## src/rtl/potbank_pkg.sv

```systemverilog
package potbank_pkg;

    typedef enum logic [2:0] {
        OP_RD_WIPER = 3'd0,
        OP_WR_WIPER = 3'd1,
        OP_RD_DATA  = 3'd2,
        OP_WR_DATA  = 3'd3,
        OP_SAVE     = 3'd4,
        OP_RESTORE  = 3'd5,
        OP_STEP_UP  = 3'd6,
        OP_STEP_DN  = 3'd7
    } pot_op_e;

    typedef enum logic [1:0] {
        ST_RECALL = 2'd0,
        ST_IDLE   = 2'd1,
        ST_PROG   = 2'd2
    } seq_state_e;

    function automatic logic is_retained_write(input pot_op_e op);
        return (op == OP_WR_DATA) || (op == OP_SAVE);
    endfunction

endpackage

```

## src/rtl/potbank_seq.sv

```systemverilog
module potbank_seq
    import potbank_pkg::*;
#(
    parameter int ADDR_W    = 4,
    parameter int WR_CYCLES = 8
) (
    input  logic              clk,
    input  logic              rst_n,
    input  logic              recall_req,
    input  logic              wp_n,
    input  logic [ADDR_W-1:0] strap,
    input  logic              cmd_valid,
    input  logic [ADDR_W-1:0] cmd_addr,
    input  logic [2:0]        cmd_op,
    output logic              accept,
    output logic              recall_now,
    output logic              busy,
    output logic              ack,
    output logic              nack
);

    localparam int CNT_W = $clog2(WR_CYCLES + 1);
    localparam logic [CNT_W-1:0] CNT_LOAD = CNT_W'(WR_CYCLES - 1);

    seq_state_e       state_q, state_d;
    logic [CNT_W-1:0] cnt_q, cnt_d;
    logic             ack_q, nack_q;
    logic             nv_write;
    logic             refuse;

    // Decide acceptance and next state
    always_comb begin
        nv_write = is_retained_write(pot_op_e'(cmd_op));
        accept   = 1'b0;
        state_d  = state_q;
        cnt_d    = cnt_q;
        unique case (state_q)
            ST_RECALL: begin
                state_d = ST_IDLE;
            end
            ST_IDLE: begin
                accept = cmd_valid && !recall_req && (cmd_addr == strap)
                         && !(nv_write && !wp_n);
                if (recall_req) begin
                    state_d = ST_RECALL;
                end else if (accept && nv_write) begin
                    state_d = ST_PROG;
                    cnt_d   = CNT_LOAD;
                end
            end
            ST_PROG: begin
                if (cnt_q == '0) begin
                    state_d = ST_IDLE;
                end else begin
                    cnt_d = cnt_q - 1'b1;
                end
            end
            default: state_d = ST_IDLE;
        endcase
        refuse = cmd_valid && !accept;
    end

    // State register
    always_ff @(posedge clk or negedge rst_n) begin
        if (!rst_n) begin
            state_q <= ST_RECALL;
            cnt_q   <= '0;
            ack_q   <= 1'b0;
            nack_q  <= 1'b0;
        end else begin
            state_q <= state_d;
            cnt_q   <= cnt_d;
            ack_q   <= accept;
            nack_q  <= refuse;
        end
    end

    // Outputs
    always_comb begin
        busy       = (state_q == ST_PROG);
        recall_now = (state_q == ST_RECALL);
        ack        = ack_q;
        nack       = nack_q;
    end

endmodule

```

## src/rtl/potbank_wiper.sv

```systemverilog
module potbank_wiper #(
    parameter int W = 6
) (
    input  logic         clk,
    input  logic         rst_n,
    input  logic         load_en,
    input  logic [W-1:0] load_val,
    input  logic         step_up,
    input  logic         step_dn,
    output logic [W-1:0] pos
);

    localparam logic [W-1:0] POS_MAX = '1;

    logic [W-1:0] pos_q;

    always_ff @(posedge clk or negedge rst_n) begin
        if (!rst_n) begin
            pos_q <= '0;
        end else if (load_en) begin
            pos_q <= load_val;
        end else if (step_up && (pos_q != POS_MAX)) begin
            pos_q <= pos_q + 1'b1;
        end else if (step_dn && (pos_q != '0)) begin
            pos_q <= pos_q - 1'b1;
        end
    end

    assign pos = pos_q;

endmodule

```

## src/rtl/potbank_store.sv

```systemverilog
module potbank_store #(
    parameter int CH    = 4,
    parameter int SLOTS = 4,
    parameter int W     = 6
) (
    input  logic                     clk,
    input  logic                     rst_n,
    input  logic                     we,
    input  logic [$clog2(CH)-1:0]    wr_ch,
    input  logic [$clog2(SLOTS)-1:0] wr_slot,
    input  logic [W-1:0]             wdata,
    input  logic [$clog2(CH)-1:0]    rd_ch,
    input  logic [$clog2(SLOTS)-1:0] rd_slot,
    output logic [W-1:0]             rd_val,
    output logic [CH*W-1:0]          slot0_flat
);

    logic [W-1:0] mem [CH][SLOTS];

    always_ff @(posedge clk or negedge rst_n) begin
        if (!rst_n) begin
            for (int c = 0; c < CH; c++) begin
                for (int s = 0; s < SLOTS; s++) begin
                    mem[c][s] <= '0;
                end
            end
        end else if (we) begin
            mem[wr_ch][wr_slot] <= wdata;
        end
    end

    assign rd_val = mem[rd_ch][rd_slot];

    for (genvar c = 0; c < CH; c++) begin : g_slot0
        assign slot0_flat[c*W +: W] = mem[c][0];
    end

endmodule

```

## src/rtl/potbank_ctrl.sv

```systemverilog
module potbank_ctrl
    import potbank_pkg::*;
#(
    parameter int CH        = 4,
    parameter int SLOTS     = 4,
    parameter int W         = 6,
    parameter int ADDR_W    = 4,
    parameter int WR_CYCLES = 8
) (
    input  logic                     clk,
    input  logic                     rst_n,
    input  logic                     recall,
    input  logic                     wp_n,
    input  logic [ADDR_W-1:0]        strap,
    input  logic                     cmd_valid,
    input  logic [ADDR_W-1:0]        cmd_addr,
    input  logic [2:0]               cmd_op,
    input  logic [$clog2(CH)-1:0]    cmd_chan,
    input  logic [$clog2(SLOTS)-1:0] cmd_slot,
    input  logic [W-1:0]             cmd_data,
    output logic                     ack,
    output logic                     nack,
    output logic [W-1:0]             rd_data,
    output logic                     busy,
    output logic [CH*W-1:0]          tap_sel
);

    localparam int CH_W = $clog2(CH);

    pot_op_e      op;
    logic         accept;
    logic         recall_now;
    logic [W-1:0] wiper_pos [CH];
    logic [W-1:0] store_rd;
    logic [CH*W-1:0] slot0_flat;
    logic         store_we;
    logic [W-1:0] store_wdata;
    logic [W-1:0] rd_q;

    assign op = pot_op_e'(cmd_op);

    potbank_seq #(
        .ADDR_W    (ADDR_W),
        .WR_CYCLES (WR_CYCLES)
    ) u_seq (
        .clk        (clk),
        .rst_n      (rst_n),
        .recall_req (recall),
        .wp_n       (wp_n),
        .strap      (strap),
        .cmd_valid  (cmd_valid),
        .cmd_addr   (cmd_addr),
        .cmd_op     (cmd_op),
        .accept     (accept),
        .recall_now (recall_now),
        .busy       (busy),
        .ack        (ack),
        .nack       (nack)
    );

    assign store_we    = accept && is_retained_write(op);
    assign store_wdata = (op == OP_SAVE) ? wiper_pos[cmd_chan] : cmd_data;

    potbank_store #(
        .CH    (CH),
        .SLOTS (SLOTS),
        .W     (W)
    ) u_store (
        .clk        (clk),
        .rst_n      (rst_n),
        .we         (store_we),
        .wr_ch      (cmd_chan),
        .wr_slot    (cmd_slot),
        .wdata      (store_wdata),
        .rd_ch      (cmd_chan),
        .rd_slot    (cmd_slot),
        .rd_val     (store_rd),
        .slot0_flat (slot0_flat)
    );

    for (genvar c = 0; c < CH; c++) begin : g_chan
        logic         sel;
        logic         load_en;
        logic [W-1:0] load_val;

        assign sel      = accept && (cmd_chan == CH_W'(c));
        assign load_en  = recall_now
                          || (sel && ((op == OP_WR_WIPER) || (op == OP_RESTORE)));
        assign load_val = recall_now          ? slot0_flat[c*W +: W] :
                          (op == OP_WR_WIPER) ? cmd_data : store_rd;

        potbank_wiper #(
            .W (W)
        ) u_wiper (
            .clk      (clk),
            .rst_n    (rst_n),
            .load_en  (load_en),
            .load_val (load_val),
            .step_up  (sel && (op == OP_STEP_UP)),
            .step_dn  (sel && (op == OP_STEP_DN)),
            .pos      (wiper_pos[c])
        );

        assign tap_sel[c*W +: W] = wiper_pos[c];
    end

    always_ff @(posedge clk or negedge rst_n) begin
        if (!rst_n) begin
            rd_q <= '0;
        end else if (accept && (op == OP_RD_WIPER)) begin
            rd_q <= wiper_pos[cmd_chan];
        end else if (accept && (op == OP_RD_DATA)) begin
            rd_q <= store_rd;
        end
    end

    assign rd_data = rd_q;

endmodule

```

## config.mk

```make
export PLATFORM = sky130hd
export DESIGN_NAME = potbank_ctrl
export DESIGN_NICKNAME = d
export VERILOG_FILES = /design/src/rtl/potbank_pkg.sv /design/src/rtl/potbank_seq.sv /design/src/rtl/potbank_wiper.sv /design/src/rtl/potbank_store.sv /design/src/rtl/potbank_ctrl.sv
export SDC_FILE = /design/constraint.sdc
export NUM_CORES = 1
export LEC_CHECK = 0
export BUFFER_PORTS_ARGS = -buffer_cell sky130_fd_sc_hd__buf_4
export CORE_ASPECT_RATIO = 0.5
export CORE_MARGIN = 4
export CORE_UTILIZATION = 61
export CTS_CLUSTER_DIAMETER = 120
export DETAILED_ROUTE_END_ITERATION = 8
export PLACE_DENSITY = 0.79
export SYNTH_ARGS = -nofsm -noshare
export SYNTH_HDL_FRONTEND = slang
export SYNTH_SLANG_ARGS = --single-unit
export TNS_END_PERCENT = 30
```

## constraint.sdc

```tcl
create_clock -name clk -period 7.55 [get_ports clk]
set_input_delay 0.3775 -clock clk [delete_from_list [all_inputs] [get_ports clk]]
set_output_delay 0.3775 -clock clk [all_outputs]
set_load 0.02 [all_outputs]
```

==> impl_metrics.csv <==
group,metric,value,unit
route,wirelength,24300,µm
cts,clock_sinks,134,
job,maxCapViolations,0,
timing,layout_min_cycle_time,3730,ps
route,drc,0,
die,die_w,170,µm
setup_path,critical_path_class,"reg -> reg",
yosys,synth-edff-count,0,
timing,hold_slack,186,ps
global_routing,grt_max_degree,75,
timing,period_share,49.4,%
die,placementRows,29,
setup_path,path_cells,"nand2b_1, or4_4, clkinv_2, nand3_1, ha_1, and2_1, a311o_1, a21oi_1, xor2_1, mux2i_1, o21ai_1",
timing,relSlewSlack,23.8,%
cells_and_area,area_growth_syn_to_layout,13.3,%
setup_path,crit_required,7840,ps
setup_path,arrival,4020,ps
cells_and_area,drive_gt1_share,17.4,%
power_and_ir_drop,finalPower,0.00267,W
global_routing,grt_usage,33.2,%
yosys,synth-async-reset-ratio,100,%
yosys,synth.distinct_cells,75,
hold_path,hold_class,"in -> reg",
yosys,ys_seq_elements,134,
die,die-area,0.0151,mm²
placed_design,hpwlAfterDp,16600,µm
power_and_ir_drop,power_density,294,mW/mm²
route,first_pass_iters,6,
global_routing,antenna_found_initial,0,
die,pin_count,59,
yosys,syn_inst,824,
timing,hold_violations,0,
timing,slew_violations,0,
yosys,synth_warnings,0,
timing,fin_skew,11.3,ps
cts,tritoncts,"built",
cts,cts_buffer_depth,2,
placed_design,gp_congestion,0.981,
timing,setup_violations,0,
cts,h-tree-depth,4,
yosys,syn_nets,871,
die,die_height,89.1,µm
die,coreArea,0.0128,mm²
global_routing,grt_overflow,0,
setup_path,end_kind,"register",
cts,clkTransAtPathRegs,60,ps
cts,cts-root-buf,"clkbuf_16",
global_routing,grt_pass1_wl,38100,µm
timing,worstMarginPinSlew,1130,ps
cells_and_area,mostFrequentLayoutCell,"nand2_1",
yosys,synthFlopType,"dfrtp_1",
route,via_per_inst,6.82,
die,initial_core_util,62.8,%
cts,cts_buffers,17,
power_and_ir_drop,irDropWorstVdd,0.203,mV
run_status,status,"completed",
setup_path,critPathMaxStageDelay,620,ps
setup_path,crit_path_max_fanout,18,
yosys,netlist_area,0.00802,mm²
setup_path,cpMaxStageDelayCell,"or4_4",
setup_path,crit_path_start_kind,"register",
yosys,synth_seq_area_share,41.8,%
cells_and_area,most-common-layout-cells,"nand2_1, dfrtp_1, o21ai_0",
timing,rsz0062_at_grt,"false",
cells_and_area,diodes,0,
cts,clock_latency,430,ps
route,ant_nets,0,
route,vias,7123,
timing,timing.fmax,268,MHz
yosys,syn_area_per_cell,9.73,µm²
route,wl_per_cell,23.3,µm
route,first_iter_violations,1182,
cells_and_area,layout.nets,909,
placed_design,io_buffers,58,
global_routing,first_global_vias,6787,
power_and_ir_drop,p_leak,3.91,nW
timing,fin_setup_tns,0,ps
-- synth_stat cells, types with 4 or more instances --
cell type,count,area share (%)
a21o_1,9,0.84
o21ai_0,94,5.9
mux2i_1,33,4.1
o31ai_1,13,1.2
mux4_2,28,7.9
nand3_1,16,1.0
buf_6,4,0.56
nor3_1,13,0.81
nor3b_1,8,0.75
o21a_1,6,0.56
nand2_1,141,6.6
a31oi_1,8,0.62
nor2_1,32,1.5
nor4_1,7,0.55
o21ai_1,32,2.0
inv_1,11,0.52
a21oi_1,25,1.6
nor2b_1,9,0.70
xor2_1,9,0.98
and2_1,12,0.94
clkbuf_1,32,1.5
nand4_1,10,0.78
buf_2,11,0.69
xnor2_1,5,0.55
or3_1,5,0.39
dfrtp_1,134,42
nand2b_1,13,1.0
fa_1,4,1.0
ha_1,17,2.7
a211oi_1,7,0.66
a22oi_1,6,0.56
or4_1,7,0.66
-- final timing paths --
kind / end / depth (start not counted) / start / slack, ps
setup reg to reg: g_chan[3].u_wiper.pos[5] / 11 / u_seq.state_q[1] / 3820
setup / recovery: g_chan[3].u_wiper.pos[5] / 11 / u_seq.state_q[1] / 3820
max in group asynchronous: g_chan[1].u_wiper.pos[5] / 3 / rst_n / 5760
hold reg to reg: u_store.mem[29] / 2 / u_store.mem[29] / 480
hold / removal: u_seq.nack / 2 / cmd_valid / 190
min in group asynchronous: u_store.mem[41] / 2 / rst_n / 530
-- worst max-delay path, delay by kind of cell (launching register included) --
kind / cells / cell delay, ps
AND/OR/NAND/NOR: 4 / 1390
XOR/XNOR: 1 / 210
multiplexers: 1 / 210
buffers and inverters: 1 / 270
AO/OA/AOI/OAI: 3 / 590
flip-flops: 1 / 490
adder cells (fa/ha/maj): 1 / 430
-- layout make-up --
class                           instances  area [µm²]
Sequential cell                       134        3350
Timing Repair Buffer                   69         524
Inverter                               12        46.3
Fill cell                             931        3690
Tap cell                              170         213
Clock inverter                         14         136
Multi-Input combinational cell        628        4380
Clock buffer                           18         429
-- per-stage QoR --
stage	area (µm²)	std cells	util [%]	setup WS (ps)
4_1_cts	9080	1045	71.1	3870
3_3_place_gp	8500	1012	66.6	3740
6_report	9080	1045	71.1	3820
5_1_grt	9080	1045	71.1	3640
2_1_floorplan	8020	824	-	4210
3_5_place_dp	8500	1012	66.6	3580
-- cell families after synthesis --
| group | synth area share (%) |
|---|---|
| mux | 12.3 |
| simple gates | 18.3 |
| xor+xnor | 2.14 |
| fa+ha+maj | 3.65 |
| compound gates | 18.2 |
| buf+inv | 3.61 |
| flops | 41.8 |
-- flip-flops by register name, summed over array words and instances, names as in the netlist --
| name | flops |
|---|---|
| g_chan.u_wiper.pos | 24 |
| rd_data | 6 |
| u_seq.ack | 1 |
| u_seq.cnt_q | 4 |
| u_seq.nack | 1 |
| u_seq.state_q | 2 |
| u_store.mem | 72 |
| u_store.slot0_flat | 24 |
-- metal layers --
| layer | GRT usage (%) | share of wire [%] | vias to the layer above |
|---|---|---|---|
| met4 | 12.2 | 2.4 | 2 |
| met1 | 46.9 | 40 | 3477 |
| met2 | 50.2 | 44 | 480 |
| li1 | - | - | 3101 |
| met5 | 5.28 | 0.47 | - |
| met3 | 8.26 | 13 | 63 |
-- repair_timing --
action / 4_1_cts / 5_1_grt
hold buffers: 1 / 0
gates resized for setup: 0 / 0
endpoints found under the hold margin: 67 / 0
setup buffers: 0 / 0
-- report_power, final --
group	switching (W)	total (W)	internal [W]
Combinational	0.000540	0.000943	0.000403
Sequential	0.000140	0.000922	0.000782
Clock	0.000365	0.000801	0.000436
(Power assumes the default switching activity.)
